`src/rtl/pcm_rx_pkg.sv`:
```
package pcm_rx_pkg;

   typedef enum logic {
      LAYOUT_SPLIT = 1'b0,
      LAYOUT_CHAIN = 1'b1
   } layout_e;

   function automatic int unsigned idx_width(input int unsigned n);
      return (n > 1) ? $clog2(n) : 1;
   endfunction

endpackage

```
`src/rtl/pcm_rx_insync.sv`:
```
module pcm_rx_insync #(
   parameter int unsigned W      = 4,
   parameter int unsigned STAGES = 0
) (
   input  logic         clk_i,
   input  logic         rst_ni,
   input  logic [W-1:0] d_i,
   output logic [W-1:0] q_o
);

   if (STAGES == 0) begin : g_pass
      assign q_o = d_i;
   end else begin : g_flops
      logic [W-1:0] stg_q [STAGES];
      always_ff @(posedge clk_i or negedge rst_ni) begin
         if (!rst_ni) begin
            for (int s = 0; s < int'(STAGES); s++) stg_q[s] <= '0;
         end else begin
            stg_q[0] <= d_i;
            for (int s = 1; s < int'(STAGES); s++) stg_q[s] <= stg_q[s-1];
         end
      end
      assign q_o = stg_q[STAGES-1];
   end

endmodule

```
`src/rtl/pcm_rx_edges.sv`:
```
module pcm_rx_edges #(
   parameter int unsigned W = 2
) (
   input  logic         clk_i,
   input  logic         rst_ni,
   input  logic [W-1:0] lvl_i,
   output logic [W-1:0] rise_o,
   output logic [W-1:0] fall_o
);

   logic [W-1:0] lvl_q;

   always_ff @(posedge clk_i or negedge rst_ni) begin
      if (!rst_ni) lvl_q <= '0;
      else         lvl_q <= lvl_i;
   end

   assign rise_o = lvl_i & ~lvl_q;
   assign fall_o = ~lvl_i & lvl_q;

endmodule

```
`src/rtl/pcm_rx_framer.sv`:
```
module pcm_rx_framer #(
   parameter int unsigned NCH  = 3,
   parameter int unsigned WORD = 8,
   localparam int unsigned SW  = pcm_rx_pkg::idx_width(NCH),
   localparam int unsigned BW  = pcm_rx_pkg::idx_width(WORD)
) (
   input  logic          clk_i,
   input  logic          rst_ni,
   input  logic          bfall_i,
   input  logic          brise_i,
   input  logic          rsync_i,
   input  logic          layout_i,
   output logic          shift_o,
   output logic          chain_o,
   output logic          lat_o,
   output logic [SW-1:0] slot_o
);

   logic          rs_seen_q, run_q, chain_q, pend_q;
   logic [BW-1:0] bidx_q;
   logic [SW-1:0] sidx_q, pslot_q;
   logic          start_w, take_w, chain_w, byte_end_w, last_slot_w;

   assign start_w     = bfall_i & rsync_i & ~rs_seen_q;
   assign chain_w     = start_w ? layout_i : chain_q;
   assign take_w      = bfall_i & (start_w | run_q);
   assign byte_end_w  = (bidx_q == BW'(WORD - 1));
   assign last_slot_w = chain_w ? (sidx_q == SW'(NCH - 1)) : 1'b1;

   always_ff @(posedge clk_i or negedge rst_ni) begin
      if (!rst_ni) begin
         rs_seen_q <= 1'b0;
         run_q     <= 1'b0;
         chain_q   <= 1'b0;
         pend_q    <= 1'b0;
         bidx_q    <= '0;
         sidx_q    <= '0;
         pslot_q   <= '0;
      end else begin
         if (bfall_i) rs_seen_q <= rsync_i;
         if (brise_i && pend_q) pend_q <= 1'b0;
         if (start_w) begin
            run_q   <= 1'b1;
            chain_q <= layout_i;
            bidx_q  <= BW'(1);
            sidx_q  <= '0;
         end else if (take_w) begin
            if (byte_end_w) begin
               bidx_q  <= '0;
               pend_q  <= 1'b1;
               pslot_q <= sidx_q;
               if (last_slot_w) run_q <= 1'b0;
               else             sidx_q <= sidx_q + SW'(1);
            end else begin
               bidx_q <= bidx_q + BW'(1);
            end
         end
      end
   end

   assign shift_o = take_w;
   assign chain_o = chain_w;
   assign lat_o   = brise_i & pend_q;
   assign slot_o  = pslot_q;


   restart_no_pend_chk: assert property (@(posedge clk_i) disable iff (!rst_ni)
      start_w |=> !pend_q);


   split_slot_zero_chk: assert property (@(posedge clk_i) disable iff (!rst_ni)
      !chain_q |-> (sidx_q == '0));

endmodule

```
`src/rtl/pcm_rx_guard.sv`:
```
module pcm_rx_guard #(
   parameter int unsigned PROC_CNT  = 2539,
   parameter int unsigned GUARD_CNT = 50,
   localparam int unsigned TOPV = PROC_CNT + GUARD_CNT + 1,
   localparam int unsigned RW   = $clog2(TOPV + 1),
   localparam int unsigned LO   = PROC_CNT - GUARD_CNT,
   localparam int unsigned HI   = PROC_CNT + GUARD_CNT
) (
   input  logic clk_i,
   input  logic rst_ni,
   input  logic xrise_i,
   output logic hit_o
);

   logic [RW-1:0] ref_q;
   logic          armed_q;
   logic [RW:0]   dist_w;

   always_ff @(posedge clk_i or negedge rst_ni) begin
      if (!rst_ni) begin
         ref_q   <= '0;
         armed_q <= 1'b0;
      end else if (xrise_i) begin
         ref_q   <= '0;
         armed_q <= 1'b1;
      end else if (armed_q && ref_q != RW'(TOPV)) begin
         ref_q <= ref_q + RW'(1);
      end
   end

   assign dist_w = (RW+1)'(ref_q) + (RW+1)'(1);
   assign hit_o  = armed_q && (dist_w >= (RW+1)'(LO)) && (dist_w <= (RW+1)'(HI));


   count_bounded_chk: assert property (@(posedge clk_i) disable iff (!rst_ni)
      ref_q <= RW'(TOPV));

endmodule

```
`src/rtl/pcm_rx_assemble.sv`:
```
module pcm_rx_assemble #(
   parameter int unsigned NCH  = 3,
   parameter int unsigned WORD = 8,
   localparam int unsigned SW  = pcm_rx_pkg::idx_width(NCH)
) (
   input  logic                clk_i,
   input  logic                rst_ni,
   input  logic                shift_i,
   input  logic [NCH-1:0]      lane_i,
   input  logic                lat_i,
   input  logic                chain_i,
   input  logic [SW-1:0]       slot_i,
   input  logic                hit_i,
   output logic [NCH-1:0]      vld_o,
   output logic [NCH*WORD-1:0] data_o,
   output logic                slip_o
);

   logic [NCH*WORD-1:0] sh_flat;
   logic [NCH-1:0]      vld_q;
   logic [NCH*WORD-1:0] data_q;
   logic                slip_q;

   for (genvar c = 0; c < int'(NCH); c++) begin : g_lane
      logic [WORD-1:0] sh_q;
      always_ff @(posedge clk_i or negedge rst_ni) begin
         if (!rst_ni)      sh_q <= '0;
         else if (shift_i) sh_q <= {sh_q[WORD-2:0], lane_i[c]};
      end
      assign sh_flat[c*WORD +: WORD] = sh_q;
   end

   always_ff @(posedge clk_i or negedge rst_ni) begin
      if (!rst_ni) begin
         vld_q  <= '0;
         data_q <= '0;
         slip_q <= 1'b0;
      end else begin
         vld_q  <= '0;
         slip_q <= 1'b0;
         if (lat_i) begin
            slip_q <= hit_i;
            if (chain_i) begin
               if (int'(slot_i) < int'(NCH)) begin
                  vld_q[slot_i]                    <= 1'b1;
                  data_q[int'(slot_i)*WORD +: WORD] <= sh_flat[WORD-1:0];
               end
            end else begin
               vld_q  <= '1;
               data_q <= sh_flat;
            end
         end
      end
   end

   assign vld_o  = vld_q;
   assign data_o = data_q;
   assign slip_o = slip_q;


   strobe_single_chk: assert property (@(posedge clk_i) disable iff (!rst_ni)
      (vld_q != '0) |=> (vld_q == '0));


   chain_onehot_chk: assert property (@(posedge clk_i) disable iff (!rst_ni)
      chain_i |-> $onehot0(vld_q));


   slip_with_strobe_chk: assert property (@(posedge clk_i) disable iff (!rst_ni)
      slip_q |-> (vld_q != '0));

endmodule

```
`src/rtl/pcm_rx_deser.sv`:
```
module pcm_rx_deser #(
   parameter int unsigned NCH         = 3,
   parameter int unsigned WORD        = 8,
   parameter int unsigned PROC_CNT    = 2539,
   parameter int unsigned GUARD_CNT   = 50,
   parameter int unsigned SYNC_STAGES = 0,
   localparam int unsigned SW = pcm_rx_pkg::idx_width(NCH),
   localparam int unsigned IW = NCH + 4
) (
   input  logic                clk_i,
   input  logic                rst_ni,
   input  logic                bclk_i,
   input  logic                rsync_i,
   input  logic                xsync_i,
   input  logic                layout_i,
   input  logic [NCH-1:0]      lane_i,
   output logic [NCH-1:0]      smp_vld_o,
   output logic [NCH*WORD-1:0] smp_data_o,
   output logic                slip_o
);

   if (NCH < 1) begin : g_bad_nch
      $error("NCH must be at least 1");
   end
   if (WORD < 2) begin : g_bad_word
      $error("WORD must be at least 2");
   end
   if (GUARD_CNT > PROC_CNT) begin : g_bad_guard
      $error("GUARD_CNT must not exceed PROC_CNT");
   end
   if (SYNC_STAGES > 4) begin : g_bad_sync
      $error("SYNC_STAGES must be 4 or less");
   end

   logic [IW-1:0]  raw_w, syn_w;
   logic           bclk_s, rsync_s, xsync_s, layout_s;
   logic [NCH-1:0] lane_s;
   logic [1:0]     rise_w, fall_w;
   logic           shift_w, chain_w, lat_w, hit_w;
   logic [SW-1:0]  slot_w;

   assign raw_w = {xsync_i, rsync_i, bclk_i, layout_i, lane_i};

   pcm_rx_insync #(.W(IW), .STAGES(SYNC_STAGES)) i_insync (
      .clk_i (clk_i),
      .rst_ni(rst_ni),
      .d_i   (raw_w),
      .q_o   (syn_w)
   );

   assign {xsync_s, rsync_s, bclk_s, layout_s, lane_s} = syn_w;

   pcm_rx_edges #(.W(2)) i_edges (
      .clk_i (clk_i),
      .rst_ni(rst_ni),
      .lvl_i ({xsync_s, bclk_s}),
      .rise_o(rise_w),
      .fall_o(fall_w)
   );

   pcm_rx_framer #(.NCH(NCH), .WORD(WORD)) i_framer (
      .clk_i   (clk_i),
      .rst_ni  (rst_ni),
      .bfall_i (fall_w[0]),
      .brise_i (rise_w[0]),
      .rsync_i (rsync_s),
      .layout_i(layout_s),
      .shift_o (shift_w),
      .chain_o (chain_w),
      .lat_o   (lat_w),
      .slot_o  (slot_w)
   );

   pcm_rx_guard #(.PROC_CNT(PROC_CNT), .GUARD_CNT(GUARD_CNT)) i_guard (
      .clk_i  (clk_i),
      .rst_ni (rst_ni),
      .xrise_i(rise_w[1]),
      .hit_o  (hit_w)
   );

   pcm_rx_assemble #(.NCH(NCH), .WORD(WORD)) i_assemble (
      .clk_i  (clk_i),
      .rst_ni (rst_ni),
      .shift_i(shift_w),
      .lane_i (lane_s),
      .lat_i  (lat_w),
      .chain_i(chain_w),
      .slot_i (slot_w),
      .hit_i  (hit_w),
      .vld_o  (smp_vld_o),
      .data_o (smp_data_o),
      .slip_o (slip_o)
   );

endmodule

```
`config.mk`:
```
export PLATFORM = sky130hd
export DESIGN_NAME = pcm_rx_deser
export DESIGN_NICKNAME = d
export VERILOG_FILES = /design/src/rtl/pcm_rx_pkg.sv /design/src/rtl/pcm_rx_insync.sv /design/src/rtl/pcm_rx_edges.sv /design/src/rtl/pcm_rx_framer.sv /design/src/rtl/pcm_rx_guard.sv /design/src/rtl/pcm_rx_assemble.sv /design/src/rtl/pcm_rx_deser.sv
export SDC_FILE = /design/constraint.sdc
export NUM_CORES = 1
export LEC_CHECK = 0
export ABC_CLOCK_PERIOD_IN_PS = 3360
export CAP_MARGIN = 20
export CORE_MARGIN = 1.5
export CORE_UTILIZATION = 50
export CTS_CLUSTER_SIZE = 8
export DETAILED_ROUTE_END_ITERATION = 6
export PLACE_DENSITY = 0.73
export REMOVE_ABC_BUFFERS = 1
export SYNTH_ARGS = -nofsm -noshare
export SYNTH_HDL_FRONTEND = slang
export SYNTH_SLANG_ARGS = --single-unit
```
`constraint.sdc`:
```
create_clock -name clk_i -period 3.36 [get_ports clk_i]
set_clock_uncertainty 0.2 [all_clocks]
set_input_delay 0.504 -clock clk_i [delete_from_list [all_inputs] [get_ports clk_i]]
set_output_delay 0.504 -clock clk_i [all_outputs]
set_load 0.01 [all_outputs]
```
==> metrics.md, run 1 <==
| Metric | Value |
|---|---|
| Status | finished, final reports clean |
| Rows | 32 |
| Synth Area in Adders | 0.0320 |
| Most frequent cell after synthesis | dfrtp_1 |
| Detail Placement HPWL | 5190 µm |
| Crit path time final | 2.68 ns |
| All-Layer GR Usage | 0.192 |
| Max Cap Viol | 0 |
| Synth Area in Compound Gates | 0.151 |
| Post-CTS Setup Inserts | 0 |
| Slew headroom | 0.343 |
| Grt ovf | 0 |
| Final worst slack | 0.678 ns |
| Leak Pwr | 1.87 nW |
| Ant. Diodes | 0 |
| CP max stage cell | and4bb_1 |
| Die height | 91.4 µm |
| Critical path arrival | 2.74 ns |
| Worst R2R Start | i_guard.ref_q[1] |
| Sequential cell area fraction in the yosys report | 0.499 |
| Ordered cell list for the critical path | clkdlybuf4s50_1, and4bb_1, mux2i_4, buf_4, a21o_1, nand2_1, o21ai_0 |
| Fillers | 650 |
| Post-Synth XOR/XNOR Area | 0.0224 |
| Finish-stage setup viols | 0 |
| Root buf cell | clkbuf_8 |
| Core area | 0.00765 mm² |
| Synth Area in Simple Gates | 0.164 |
| Fin util | 0.583 |
| Antenna-violating nets left | 0 |
| Die ar. | 0.00836 mm² |
| Worst EP required | 3.42 ns |
| Share of post-route cells with drive strength above 1 | 0.148 |
| CP max FO | 20 |
| Number of synthesized flops with an enable pin | 0 |
| Class of the worst hold path | input port to asynchronous set/reset pin |
| Slew Viols, Final | 0 |
| Vias | 2784 |
| WL final | 7520 µm |
| Number of global-route vias before repair | 2605 |
| Synth area leaders | dfrtp_1 (50%), mux2_2 (7.5%), nand2_1 (4.9%) |
| Final nets | 414 |
| Delay of the slowest critical-path stage | 0.55 ns |
| Clk_lat worst skew | 0.34 ns |
| Yosys top cell area share | 0.499 |
| PortBufs | 36 |
| First-pass GRT wire length | 12700 µm |
| Critical setup path kind | input port to register |
| DR WL/cell | 15.0 µm |
| # DRC | 0 |
| WHS | 0.0979 ns |
| Initial DRC Count | 121 |
| R2R cell count | 6 |
| Synth top cells by count | dfrtp_1 (78), nand2_1 (51), mux2_2 (26), o21ai_1 (22) |
| Worst VDD drop | 372 µV |
| Overall power | 0.00274 W |
| Die X | 91.4 µm |
| Multiplexer area fraction after synthesis | 0.0832 |
| Post-synthesis cell count | 365 |
| Ys Warns | 0 |
| TNS Setup | 0 ns |
| Antenna violations before repair | 0 |
| PostCTS Resize Cnt | 0 |
| Synthesized cell area | 0.00391 mm² |
| Fin. Hold Viols | 0 |
| Primary FF master, synth | dfrtp_1 |
| Largest net degree at the start of global routing | 79 |
| Power Dens Cells | 613 mW/mm² |
| Register bit total from synthesis | 78 |
| Async S/R FF share, synth | 1.00 |
| Worst-path clk slew | 0.08 ns |
| Synth cell types | 57 |
| Unrepaired setup endpoints after global routing | no |
| I/O pins | 37 |
| Hold buffer count at cts | 0 |
| Crit share post-route | 0.798 |
| Clock tree buffer depth | 2 |
| CTS tree | yes |
| DR vias/cell | 5.55 |
| Place WS | 0.322 ns |
| Leading area contributor after synthesis | dfrtp_1 |
| Clk sinks | 78 |
| Starting density of the core | 0.511 |
| Worst Tran Pin Value | 0.980 ns |
| Max frequency | 0.373 GHz |
| P&R area growth vs syn | 14.1% |
| Largest family of logic cells by synthesized area | simple AND/OR/NAND/NOR gates |
| Critical path endpoint category | register |
| First-pass DRT Iterations | 5 |
| TritonCTS Buffers | 9 |
| CTS H-tree depth | 3 |
| Syn avg cell area | 10.7 µm² |
| Register-to-register setup slack | 0.84 ns |
| Final RePlAce weighted congestion | 0.863 |
| Crit path launch type | input port |
| Critical Path Start | bclk_i |
## sequential cells by signal, indices dropped and copies added (netlist names)
| register | count |
|---|---|
| i_assemble.slip_o | 1 |
| i_assemble.g_lane.sh_q | 24 |
| i_framer.pend_q | 1 |
| i_framer.chain_q | 1 |
| i_guard.armed_q | 1 |
| i_framer.run_q | 1 |
| i_assemble.vld_o | 3 |
| i_guard.ref_q | 12 |
| i_framer.bidx_q | 3 |
| i_framer.sidx_q | 2 |
| i_framer.rs_seen_q | 1 |
| i_assemble.data_o | 24 |
| i_edges.lvl_q | 2 |
| i_framer.slot_o | 2 |
## power by group
group / total, W / switching, W / internal [W]
logic: 0.000676 / 0.000320 / 0.000356
registers: 0.00138 / 0.000219 / 0.00116
clock network: 0.000681 / 0.000339 / 0.000342
total: 0.00274 / 0.000878 / 0.00186
## layer usage
layer / GRT usage / up-vias / routed length [µm]
li1: - / 1350 / -
met1: 0.263 / 1363 / 3520
met2: 0.303 / 62 / 3610
met3: 0.0394 / 9 / 302
met4: 0.0677 / 0 / 87
met5: 0 / - / 0
## stage by stage
stage                     instances  cell area, µm²
final                           502            4460
after floorplan                 346            3770
after global placement          486            4270
after CTS                       502            4460
after global routing            502            4460
after detailed placement        486            4270
## final cells by class
type,count,area [µm²],area share
sequential,78,1950,0.437
multi-input combinational,256,1770,0.398
timing repair buffer,38,373,0.0836
clock buffer,10,128,0.0286
tap,102,128,0.0286
clock inverter,6,62.6,0.0140
inverter,12,45.0,0.0101
## worst max-delay path, delay by kind of cell
| family | cells | cell delay, ns |
|---|---|---|
| buffers and inverters | 2 | 0.77 |
| multiplexers | 1 | 0.39 |
| AO/OA/AOI/OAI | 2 | 0.43 |
| AND/OR/NAND/NOR | 2 | 0.64 |
## logic make-up after synthesis
logic type,count (synthesis)
compound gates,88
buf+inv,31
xor+xnor,10
fa+ha+maj,10
flops,78
simple gates,120
mux,28
## cells in the final DEF (no fill, tap or decap), drive strengths merged, types with 8 or more instances in the layout
| cell | instances |
|---|---|
| dfrtp | 78 |
| nand2 | 53 |
| o21ai | 38 |
| clkdlybuf4s50 | 35 |
| mux2 | 26 |
| nor2 | 16 |
| a22oi | 16 |
| inv | 12 |
| a21oi | 10 |
| ha | 10 |
| clkbuf | 10 |
| xnor2 | 9 |
| nor2b | 8 |
## worst paths after layout
kind	to
setup / recovery	i_assemble.data_o[2]
hold / removal	i_guard.ref_q[4]
setup reg to reg	i_assemble.slip_o
hold reg to reg	i_framer.pend_q
max in group asynchronous	i_assemble.g_lane[1].sh_q[0]
min in group clk_i	i_framer.pend_q
Note: power is estimated with default switching activity, not from simulation.
==> run 2: changes to the inputs <==
Settings changed: ABC_CLOCK_PERIOD_IN_PS 3360 to 2310, PLACE_DENSITY 0.73 to 0.76.
Clock period 3.36 ns to 2.31 ns, I/O delays scaled along.
==> run 2 against run 1 <==
Clock-buffer cell count increased by 3. Clock power up 51%. Utilization is 3.6 points higher. Combinational power up 70%. Die area is the same. Setup slack worse by 0.54 ns. Sequential power up 43%. Wire length rose by 5.9%. Critical path depth is the same. Largest cell class unchanged. Highest routed layer unchanged.
==> metrics.md, run 2 (same netlist as run 1, synthesis figures left out) <==
| Metric | Value |
|---|---|
| Status | finished, final reports clean |
| Crit share post-route | 0.941 |
| Worst R2R Start | i_guard.ref_q[0] |
| Critical setup path kind | register to register |
| Critical path arrival | 2.22 ns |
| Initial DRC Count | 132 |
| Overall power | 0.00414 W |
| First-pass DRT Iterations | 4 |
| Root buf cell | clkbuf_8 |
| Detail Placement HPWL | 5720 µm |
| Rows | 32 |
| Worst EP required | 2.36 ns |
| Cell family with most CP delay | compound AO/OA/AOI/OAI gates |
| Clk_lat worst skew | 0.35 ns |
| Vias | 2933 |
| Slew headroom | 0.665 |
| Unrepaired setup endpoints after global routing | no |
| P&R area growth vs syn | 21.1% |
| Leak Pwr | 2.02 nW |
| PortBufs | 36 |
| Worst-path clk slew | 0.07 ns |
| Core area | 0.00765 mm² |
| Share of post-route cells with drive strength above 1 | 0.203 |
| Final worst slack | 0.137 ns |
| First-pass GRT wire length | 13900 µm |
| WL final | 7960 µm |
| Final instance area | 0.00474 mm² |
| Register-to-register setup slack | 0.14 ns |
| TNS Setup | 0 ns |
| Number of global-route vias before repair | 2946 |
| GR Util met1 | 0.278 |
| Starting density of the core | 0.511 |
| Clk sinks | 78 |
| Grt ovf | 0 |
| Die ar. | 0.00836 mm² |
| Commonest non-fill, non-tap cell in the layout | dfrtp_1 |
| Slew Viols, Final | 0 |
| GR Util met3 | 0.0570 |
| Max frequency | 0.460 GHz |
| Die height | 91.4 µm |
| Fin. Hold Viols | 0 |
| Max Cap Viol | 0 |
| Met2 usage | 0.333 |
| Crit path launch type | register |
| Crit path time final | 2.17 ns |
| Area post-placement | 0.00451 mm² |
| WHS | 0.261 ns |
| Ant. Diodes | 0 |
| Fillers | 616 |
| Delay of the slowest critical-path stage | 0.38 ns |
| Ordered cell list for the critical path | ha_1, buf_4, a21oi_1, o2bb2ai_1, o31ai_1, o2111ai_1, a221oi_2 |
| TritonCTS Buffers | 9 |
| DR vias/cell | 5.53 |
| Class of the worst hold path | input port to asynchronous set/reset pin |
| Commonest non-fill, non-tap cells in the layout | dfrtp_1 (78), nand2_1 (51), clkdlybuf4s50_1 (35), buf_4 (27), mux2_2 (26) |
| GRT busiest layer | met2 |
| R2r endpoint | i_assemble.slip_o |
| Worst VDD drop | 619 µV |
| CP max stage cell | dfrtp_1 |
| Final nets | 442 |
| Finish-stage setup viols | 0 |
| I/O pins | 37 |
| Clock tree buffer depth | 2 |
| Power Dens Cells | 874 mW/mm² |
| DR WL/cell | 15.0 µm |
| R2R cell count | 7 |
| Antenna violations before repair | 0 |
| Place WS | -0.144 ns |
| Worst Tran Pin Value | 0.501 ns |
| All-Layer GR Usage | 0.210 |
| CTS tree | yes |
| Largest net degree at the start of global routing | 51 |
| Buffers & Inverters on Critical Path | 1 |
| # DRC | 0 |
| Die X | 91.4 µm |
| CP max FO | 5 |
| Antenna-violating nets left | 0 |
| CTS H-tree depth | 3 |
| Critical path endpoint category | register |
| Final RePlAce weighted congestion | 0.941 |
-- run 2: area by class of cell --
class	instances	area, µm²	share of cell area
clock buffer	13	159	0.0336
clock inverter	3	42.5	0.00898
inverter	12	45.0	0.00951
multi-input combinational	256	1790	0.377
sequential	78	1950	0.412
tap	102	128	0.0269
timing repair buffer	66	623	0.132
-- run 2: worst max path at each step --
stage | startpoint | to | slack, ns | depth (start not counted)
after floorplan | i_edges.lvl_q[0] | i_assemble.g_lane[0].sh_q[0] | -0.23 | 3
after global placement | bclk_i | i_assemble.data_o[18] | -0.09 | 7
after detailed placement | bclk_i | i_assemble.data_o[12] | -0.14 | 7
after CTS | i_guard.ref_q[0] | i_assemble.slip_o | 0.15 | 6
after global routing | i_guard.ref_q[0] | i_assemble.slip_o | 0.01 | 7
final | i_guard.ref_q[0] | i_assemble.slip_o | 0.14 | 7
-- run 2: per-stage QoR --
stage	cells	util
after global placement	513	0.590
after CTS	530	0.618
after floorplan	346	-
after detailed placement	513	0.590
after global routing	530	0.619
final	530	0.619
-- run 2: report_power, final --
part / leakage, nW / switching [W] / internal [W]
clock: 0.0996 / 0.000468 / 0.000558
combinational: 0.916 / 0.000539 / 0.000609
sequential: 1.01 / 0.000279 / 0.00169
-- run 2: per-layer routing --
| metal | up-vias | share of wire |
|---|---|---|
| li1 | 1417 | - |
| met2 | 72 | 0.48 |
| met1 | 1430 | 0.46 |
| met4 | 0 | 0.017 |
| met3 | 14 | 0.041 |
| met5 | - | 0 |
-- run 2: timing repair --
item	in CTS	in global routing
hold buffers	1	0
buffers inserted	0	0
endpoints found under the setup margin	0	1
hold endpoints to repair	28	0
resized for setup	0	2
